<file path="src/rtl/tbit_alu_pkg.sv">
package tbit_alu_pkg;
  localparam int unsigned DATA_W = 32;
  localparam int unsigned OP_W   = 3;

  typedef enum logic [OP_W-1:0] {
    OP_ADDC = 3'd0,
    OP_ADDV = 3'd1,
    OP_SUBC = 3'd2,
    OP_SUBV = 3'd3,
    OP_NEGC = 3'd4,
    OP_ROTL = 3'd5,
    OP_ROTR = 3'd6,
    OP_RSVD = 3'd7
  } alu_op_e;
endpackage

</file>
<file path="src/rtl/tbit_arith.sv">
module tbit_arith #(
  parameter int unsigned W = 32
) (
  input  logic [W-1:0] a_in,
  input  logic [W-1:0] b_in,
  input  logic         flag_in,
  input  logic         zero_dst,
  output logic [W-1:0] addc_res,
  output logic         addc_flag,
  output logic [W-1:0] subc_res,
  output logic         subc_flag,
  output logic [W-1:0] addv_res,
  output logic         addv_flag,
  output logic [W-1:0] subv_res,
  output logic         subv_flag
);
  localparam int unsigned MSB = W - 1;

  logic [W-1:0] b_eff;
  logic [W:0]   add1, add2, sub1, sub2;

  always_comb begin
    b_eff = zero_dst ? '0 : b_in;
    add1  = {1'b0, b_in} + {1'b0, a_in};
    add2  = {1'b0, add1[W-1:0]} + {{W{1'b0}}, flag_in};
    sub1  = {1'b0, b_eff} - {1'b0, a_in};
    sub2  = {1'b0, sub1[W-1:0]} - {{W{1'b0}}, flag_in};

    addc_res  = add2[W-1:0];
    addc_flag = add1[W] | add2[W];
    subc_res  = sub2[W-1:0];
    subc_flag = sub1[W] | sub2[W];

    addv_res  = add1[W-1:0];
    addv_flag = (a_in[MSB] == b_in[MSB]) && (add1[MSB] != b_in[MSB]);
    subv_res  = sub1[W-1:0];
    subv_flag = (a_in[MSB] != b_in[MSB]) && (sub1[MSB] != b_in[MSB]);
  end
endmodule

</file>
<file path="src/rtl/tbit_rotate.sv">
module tbit_rotate #(
  parameter int unsigned W    = 32,
  parameter bit          LEFT = 1'b1
) (
  input  logic [W-1:0] val_in,
  input  logic         flag_in,
  output logic [W-1:0] val_out,
  output logic         flag_out
);
  generate
    if (LEFT) begin : g_left
      assign val_out  = {val_in[W-2:0], flag_in};
      assign flag_out = val_in[W-1];
    end else begin : g_right
      assign val_out  = {flag_in, val_in[W-1:1]};
      assign flag_out = val_in[0];
    end
  endgenerate
endmodule

</file>
<file path="src/rtl/tbit_flag_reg.sv">
module tbit_flag_reg (
  input  logic clk,
  input  logic rst,
  input  logic load,
  input  logic next_val,
  output logic flag_q
);
  always_ff @(posedge clk) begin
    if (rst)       flag_q <= 1'b0;
    else if (load) flag_q <= next_val;
  end

  AST_RESET_CLEARS: assert property (@(posedge clk) rst |=> !flag_q);
  AST_HOLD_IDLE: assert property (@(posedge clk) disable iff (rst)
    !load |=> flag_q == $past(flag_q));
endmodule

</file>
<file path="src/rtl/tbit_alu.sv">
module tbit_alu
  import tbit_alu_pkg::*;
#(
  parameter int unsigned W = DATA_W
) (
  input  logic            clk,
  input  logic            rst,
  input  logic            op_valid,
  input  logic [OP_W-1:0] op_code,
  input  logic [W-1:0]    src_opnd,
  input  logic [W-1:0]    dst_opnd,
  output logic [W-1:0]    result,
  output logic            t_flag,
  output logic            illegal_op
);
  localparam int unsigned MSB = W - 1;

  alu_op_e      op;
  logic [W-1:0] addc_r, subc_r, addv_r, subv_r, rotl_r, rotr_r;
  logic         addc_t, subc_t, addv_t, subv_t, rotl_t, rotr_t;
  logic         t_next, t_load;

  assign op = alu_op_e'(op_code);

  tbit_arith #(.W(W)) u_arith (
    .a_in(src_opnd), .b_in(dst_opnd), .flag_in(t_flag),
    .zero_dst(op == OP_NEGC),
    .addc_res(addc_r), .addc_flag(addc_t),
    .subc_res(subc_r), .subc_flag(subc_t),
    .addv_res(addv_r), .addv_flag(addv_t),
    .subv_res(subv_r), .subv_flag(subv_t)
  );

  tbit_rotate #(.W(W), .LEFT(1'b1)) u_rotl (
    .val_in(src_opnd), .flag_in(t_flag), .val_out(rotl_r), .flag_out(rotl_t)
  );

  tbit_rotate #(.W(W), .LEFT(1'b0)) u_rotr (
    .val_in(src_opnd), .flag_in(t_flag), .val_out(rotr_r), .flag_out(rotr_t)
  );

  always_comb begin
    illegal_op = 1'b0;
    result     = dst_opnd;
    t_next     = t_flag;
    unique case (op)
      OP_ADDC: begin result = addc_r; t_next = addc_t; end
      OP_ADDV: begin result = addv_r; t_next = addv_t; end
      OP_SUBC,
      OP_NEGC: begin result = subc_r; t_next = subc_t; end
      OP_SUBV: begin result = subv_r; t_next = subv_t; end
      OP_ROTL: begin result = rotl_r; t_next = rotl_t; end
      OP_ROTR: begin result = rotr_r; t_next = rotr_t; end
      default: illegal_op = 1'b1;
    endcase
  end

  assign t_load = op_valid && !illegal_op;

  tbit_flag_reg u_flag (
    .clk(clk), .rst(rst), .load(t_load), .next_val(t_next), .flag_q(t_flag)
  );

  AST_RSVD_HOLDS: assert property (@(posedge clk) disable iff (rst)
    (op_valid && op_code == OP_RSVD) |=> t_flag == $past(t_flag));
  AST_ROTL_OUT: assert property (@(posedge clk) disable iff (rst)
    (op_valid && op_code == OP_ROTL) |=> t_flag == $past(src_opnd[MSB]));
  AST_ROTR_OUT: assert property (@(posedge clk) disable iff (rst)
    (op_valid && op_code == OP_ROTR) |=> t_flag == $past(src_opnd[0]));
  AST_NO_OVERFLOW: assert property (@(posedge clk) disable iff (rst)
    (op_valid && op_code == OP_ADDV && src_opnd[MSB] != dst_opnd[MSB])
      |=> !t_flag);
endmodule

</file>
<file path="config.mk">
export PLATFORM = sky130hd
export DESIGN_NAME = tbit_alu
export DESIGN_NICKNAME = d
export VERILOG_FILES = /design/src/rtl/tbit_alu_pkg.sv /design/src/rtl/tbit_arith.sv /design/src/rtl/tbit_rotate.sv /design/src/rtl/tbit_flag_reg.sv /design/src/rtl/tbit_alu.sv
export SDC_FILE = /design/constraint.sdc
export NUM_CORES = 1
export LEC_CHECK = 0
export BUFFER_PORTS_ARGS = -buffer_cell sky130_fd_sc_hd__buf_2
export CORE_MARGIN = 4
export CORE_UTILIZATION = 58
export CTS_CLUSTER_DIAMETER = 150
export CTS_CLUSTER_SIZE = 28
export DETAILED_ROUTE_END_ITERATION = 10
export PLACE_DENSITY_LB_ADDON = 0.25
export SYNTH_ARGS = -nofsm -noshare
export SYNTH_HDL_FRONTEND = slang
export SYNTH_SLANG_ARGS = --single-unit
</file>
<file path="constraint.sdc">
create_clock -name clk -period 17 [get_ports clk]
set_input_delay 2.55 -clock clk [delete_from_list [all_inputs] [get_ports clk]]
set_output_delay 2.55 -clock clk [all_outputs]
set_load 0.005 [all_outputs]
</file>
==> impl_metrics.ini, run 1 <==
[logic_synthesis]
yosysWarnings = 0
synth_edf_count = 0
postSynthNetCount = 1401
synth_seq_area_share_pct = 0.250
ys.flop_type = sky130_fd_sc_hd__dfxtp_1
syn-cell-area_um2 = 8010
ys_seq_elements = 1
synth_cell_types = 101
synthArstFlopShare_pct = 0
synth_top_area_share_pct = 10.6
yosys.area.top_type = sky130_fd_sc_hd__ha_1
synthCells = 1261
yosys-top-cells-area = sky130_fd_sc_hd__ha_1, sky130_fd_sc_hd__nand2_1, sky130_fd_sc_hd__a21oi_1
post_synth.cell_area_avg_um2 = 6.35

[grt]
number_of_global_route_vias_before_repair = 8807
gr-usage-met3_pct = 5.03
global_route.usage.total_pct = 35.1
global_route_wire_length_before_repair_um = 46700
antenna_found_initial = 0
grt_util_met1_pct = 53.3
met2_demand_to_capacity_share_in_global_routing_pct = 52.9
grt_start_max_net_pins = 70
grt_most_used_layer = met1
gr-total-overflow = 0

[pwr]
clock_power_share_pct = 0
switchingPower_mw = 0.242
ir_drop_mv = 0.0223
fraction_of_power_consumed_by_sequential_logic_pct = 0.8
sw_frac_of_total_pct = 62.2
power_density_cells_nw_per_um2 = 46.2
internal_power_mw = 0.147
combPwrFrac_pct = 99.2
p_leak_nw = 3.46

[floorplan]
die_x_um = 125
initial_core_util_pct = 59.7
row_count = 42
ioPinCount = 104
die_h_um = 125
dieArea_um2 = 15700
core_um2 = 13400

[cts]
clkTransAtPathRegs_ns = 0
cts_hold_buffers = 0
clk_latency_ns = 0
post-cts-setup-buffer-count = 0
ctsResizeCount = 0

[critical_path]
timing.setup.critical_path_class = in -> out
cp.arrival_ns = 8.07
required_ns = 14.45
crit_path_end_kind = primary output
worstSetupStartpointType = primary input
worst-path-max-fanout = 47

[sta]
tns_ns = 0
maxSlewViolCount = 0
tightestPinTransition_ns = 0.855
post-route-period-util_pct = 62.5
finalSetupViolations = 0
fin_worst_skew_ns = 0
rsz_0062_raised_after_global_routing = no
timing.slew.headroom_pct = 42.5
finalHoldViolCount = 0
clock.fmax_ghz = 0.0942
final_period_minus_worst_setup_slack_ns = 10.62

[final_layout]
register_area_um2 = 20.0
max_flop_register = u_flag.flag_q
syn_to_final_growth_pct = 5.36
largest_registers = u_flag.flag_q (1)
antennaDiodeCount = 0
final.fill_count = 1350
largest_reg_flops = 1
final_common_cell = sky130_fd_sc_hd__nand2_1
finish.utilization_pct = 62.9
multi_input_comb_area_um2 = 7450
drive_gt1_share_pct = 11.9
finalNetCount = 1431
layout.cells.most_common_list = sky130_fd_sc_hd__nand2_1, sky130_fd_sc_hd__nor2_1, sky130_fd_sc_hd__buf_2

[routing]
drt-vias-per-instance = 6.84
dr.pass1.iters = 9
routed_wl_um = 29400
route.detailed.drc = 0
postRouteAntennaNets = 0
dr.first_iter.drc_count = 1416
num_vias = 10000
post_drt_wl_per_cell_um = 20.0

[run]
maxCapViolations = 0

[hold_path]
min-delay-path-class = reg -> reg

[outcome]
outcome = complete, no violations

[placed_design]
hpwlAfterDp_um = 24200
io_buffer_count = 103
globalplace.congestion = 1.03
[cell usage after synthesis (all sizes together), types with 17 or more instances]
master	n
a21o	28
a21oi	103
a31oi	20
and2	43
buf	22
clkbuf	58
ha	68
inv	51
nand2	149
nand3	24
nand4	25
nor2	111
nor3	43
nor4	17
o211ai	17
o21a	33
o21ai	101
xnor2	46
xor2	21
[metrics by stage]
step	cells	hold slack [ns]	power, mW	worst slack [ns]	cell area (µm²)
after global placement	1465	0.647	0.370	6.55	8430
after floorplan	1261	0.533	0.278	7.93	8010
after global routing	1465	0.727	0.423	6.13	8430
after CTS	1465	0.669	0.377	6.45	8430
final	1465	0.671	0.390	6.38	8430
after detailed placement	1465	0.671	0.375	6.46	8430
[layer usage]
layer  vias to the layer above  share of wire, %
li1                       4804                 -
met1                      4600                44
met2                       563                42
met3                        58                12
met4                         0               2.2
met5                         -                 0
[layout make-up]
| class | count | area share [%] |
|---|---|---|
| flip-flops and latches | 1 | 0.237 |
| multi-input cells | 1129 | 88.3 |
| repair buffers | 108 | 6.56 |
| well taps | 176 | 2.61 |
| inverters | 51 | 2.27 |
[worst paths after layout]
check / start / to / slack, ns / depth (start not counted)
min: u_flag.flag_q / u_flag.flag_q / 0.67 / 2
max reg2reg: u_flag.flag_q / u_flag.flag_q / 13.39 / 9
max: op_code[2] / result[25] / 6.38 / 16
min reg2reg: u_flag.flag_q / u_flag.flag_q / 0.67 / 2
[power by group through the flow]
stage / combinational (mW) / sequential [mW] / clock, mW
floorplan: 0.275 / 0.00289 / 0
global placement: 0.367 / 0.00320 / 0
detailed placement: 0.371 / 0.00323 / 0
CTS: 0.374 / 0.00321 / 0
global route: 0.420 / 0.00326 / 0
finish: 0.387 / 0.00321 / 0
[logic make-up after synthesis]
family	after synthesis	synth area share, %
muxes	15	2.06
adders and majority gates	70	11.1
AOI/OAI and AO/OA	452	38.6
DFF	1	0.250
and+or+nand+nor	525	33.8
xor gates and xnor gates	67	7.42
buffers and inverters	131	6.74
[critical path, cell delays in order]
cell and delay, ns:
sky130_fd_sc_hd__buf_2 0.63, sky130_fd_sc_hd__nand2b_1 0.14, sky130_fd_sc_hd__or2_2 0.53, sky130_fd_sc_hd__and2_1 0.27
sky130_fd_sc_hd__ha_1 0.47, sky130_fd_sc_hd__a2111o_1 0.24, sky130_fd_sc_hd__o2111ai_2 0.14, sky130_fd_sc_hd__a2111oi_1 0.65
sky130_fd_sc_hd__o21ai_1 0.16, sky130_fd_sc_hd__a22oi_1 0.28, sky130_fd_sc_hd__or4b_1 0.68, sky130_fd_sc_hd__nor3_4 0.33
sky130_fd_sc_hd__mux2_2 0.36, sky130_fd_sc_hd__a221oi_1 0.38, sky130_fd_sc_hd__a21oi_1 0.11, sky130_fd_sc_hd__buf_2 0.14
Power figures use the tool's default switching activity.
==> run 2, diff against run 1 <==
Settings changed: ABC_AREA set to 1.
Clock period 17 ns to 11.13 ns, I/O delays scaled along.
==> impl_metrics.ini, run 2 <==
[final_layout]
register_area_um2 = 20.0
drive_gt1_share_pct = 9.52
max_flop_register = u_flag.flag_q
final.fill_count = 1584
layout.cells.most_common_list = sky130_fd_sc_hd__nand2_1, sky130_fd_sc_hd__inv_1, sky130_fd_sc_hd__nor2_1
finish.utilization_pct = 64.0
antennaDiodeCount = 0
final_instance_count_excl_fillers = 2075
final_common_cell = sky130_fd_sc_hd__nand2_1
finalNetCount = 2033
syn_to_final_growth_pct = 7.94
largest_reg_flops = 1
largest_registers = u_flag.flag_q (1)
final_cell_area_um2 = 9310
multi_input_comb_area_um2 = 7130

[critical_path]
r2r-end = u_flag.flag_q
cp.arrival_ns = 5.79
worstSetupStartpointType = primary input
startpoint_of_the_most_critical_register_to_register_path = u_flag.flag_q
cpMostUsedCell = sky130_fd_sc_hd__nand2_1
worst-path-max-fanout = 31
reg2reg_setup_slack_ns = 8.51
slowest_stage = sky130_fd_sc_hd__inv_1
timing.setup.critical_path_class = in -> out
timing.reg2reg.worst_path_depth = 14
crit_path_max_incr_delay_ns = 0.71
crit_path_end_kind = primary output
required_ns = 9.46

[pwr]
report.power.total_mw = 0.615
p_leak_nw = 5.33
internal_power_mw = 0.191
sw_frac_of_total_pct = 69.0
ir_drop_mv = 0.0394
power_density_cells_nw_per_um2 = 66.0
combPwrFrac_pct = 99.2
clock_power_share_pct = 0
fraction_of_power_consumed_by_sequential_logic_pct = 0.8
switchingPower_mw = 0.424

[placed_design]
globalplace.congestion = 1.03
dpl_cells = 2075
io_buffer_count = 103
hpwlAfterDp_um = 30300
placement.cell_area_um2 = 9310

[cts]
cts_hold_buffers = 0
ctsResizeCount = 0
post-cts-setup-buffer-count = 0
clk_latency_ns = 0
clkTransAtPathRegs_ns = 0

[grt]
global_route_wire_length_before_repair_um = 53700
grt_util_met1_pct = 57.0
number_of_global_route_vias_before_repair = 10200
gr-total-overflow = 0
grt_most_used_layer = met2
grt_start_max_net_pins = 34
met2_demand_to_capacity_share_in_global_routing_pct = 62.0
gr-usage-met3_pct = 3.19
global_route.usage.total_pct = 39.9
antenna_found_initial = 0

[routing]
route.detailed.drc = 0
drt-vias-per-instance = 5.92
dr.first_iter.drc_count = 1691
dr.pass1.iters = 6
post_drt_wl_per_cell_um = 17.1
num_vias = 12300
routed_wl_um = 35500
postRouteAntennaNets = 0

[sta]
final_period_minus_worst_setup_slack_ns = 7.46
rsz_0062_raised_after_global_routing = no
tightestPinTransition_ns = 1.02
maxSlewViolCount = 0
fin_worst_skew_ns = 0
clock.fmax_ghz = 0.134
post-route-period-util_pct = 67.0
tns_ns = 0
finalHoldViolCount = 0
finalSetupViolations = 0
timing.slew.headroom_pct = 31.4

[hold_path]
hold_worst_path_end = u_flag.flag_q
min-delay-path-class = reg -> reg
min_delay_path_depth = 2
worstHoldStart = u_flag.flag_q

[logic_synthesis]
synth_seq_area_share_pct = 0.232
ys.flop_type = sky130_fd_sc_hd__dfxtp_1
synthCells = 1807
yosys-top-cells-area = sky130_fd_sc_hd__nand2_1, sky130_fd_sc_hd__inv_1, sky130_fd_sc_hd__nor2_1
ys_seq_elements = 1
synth_most_common_cell = sky130_fd_sc_hd__nand2_1
yosys.area.top_type = sky130_fd_sc_hd__nand2_1
synth_top_cells_by_count = sky130_fd_sc_hd__nand2_1, sky130_fd_sc_hd__inv_1, sky130_fd_sc_hd__nor2_1
syn-cell-area_um2 = 8620
synthArstFlopShare_pct = 0
synth_edf_count = 0
postSynthNetCount = 1947
synth_cell_types = 43
synth_top_area_share_pct = 24.5
post_synth.cell_area_avg_um2 = 4.77
yosysWarnings = 0

[outcome]
outcome = complete, no violations

[floorplan]
initial_core_util_pct = 59.3
die_h_um = 130
dieArea_um2 = 16900
row_count = 44
die_x_um = 130
core_um2 = 14500
ioPinCount = 104

[run]
maxCapViolations = 0
## run 2: cell count changes after synthesis, sizes merged, moves of 17 or more
cell	previous run	this run
inv	51	365
nand3	24	164
clkbuf	58	20
a21o	28	1
xnor2	46	10
nand2	149	573
o21a	33	0
a21oi	103	69
o211ai	17	0
buf	22	2
and2	43	6
nor2	111	270
## run 2: metrics by stage
step / setup WS (ns) / hold WS (ns)
6_report: 3.67 / 0.728
5_1_grt: 3.25 / 0.724
4_1_cts: 3.79 / 0.690
3_5_place_dp: 3.79 / 0.689
3_3_place_gp: 3.94 / 0.673
2_1_floorplan: 5.11 / 0.551
## run 2: worst max path at each step
| stage | slack (ns) | endpoint | startpoint | depth (start not counted) |
|---|---|---|---|---|
| global route | 3.25 | result[19] | op_code[0] | 23 |
| floorplan | 5.11 | result[29] | op_code[0] | 23 |
| detailed placement | 3.79 | result[19] | op_code[0] | 23 |
| global placement | 3.94 | result[21] | op_code[0] | 24 |
| CTS | 3.79 | result[19] | op_code[0] | 23 |
| finish | 3.67 | result[19] | op_code[0] | 25 |
## run 2: power groups by stage
stage	registers, mW	logic, mW	clock network [mW]
final	0.00520	0.609	0
after global routing	0.00506	0.668	0
after CTS	0.00502	0.587	0
after detailed placement	0.00501	0.584	0
after global placement	0.00500	0.576	0
after floorplan	0.00441	0.415	0
## run 2: cell type report
| cell class | count | area share (%) |
|---|---|---|
| tap | 184 | 2.47 |
| timing repair buffer | 106 | 5.78 |
| multi-input combinational | 1414 | 76.6 |
| inverter | 370 | 14.9 |
| sequential | 1 | 0.215 |
## run 2: per-layer routing
layer  vias to the layer above  wire [µm]
li1                       5924          -
met1                      5401      14600
met2                       833      14700
met3                       135       4260
met4                         0       1940
met5                         -          0
## run 2: cells by family after synthesis
family	after synthesis	synth area share, %
DFF	1	0.232
adders and majority gates	70	10.3
xor gates and xnor gates	24	3.05
buffers and inverters	392	17.1
and+or+nand+nor	1109	55.4
AOI/OAI and AO/OA	211	13.9
## run 2: critical path: cells and delay by family
family	cells	cell delay (ns)
AND/OR/NAND/NOR	15	1.89
XOR/XNOR	1	0.40
buffers and inverters	7	1.24
AO/OA/AOI/OAI	1	0.17
adder cells (fa/ha/maj)	1	0.40
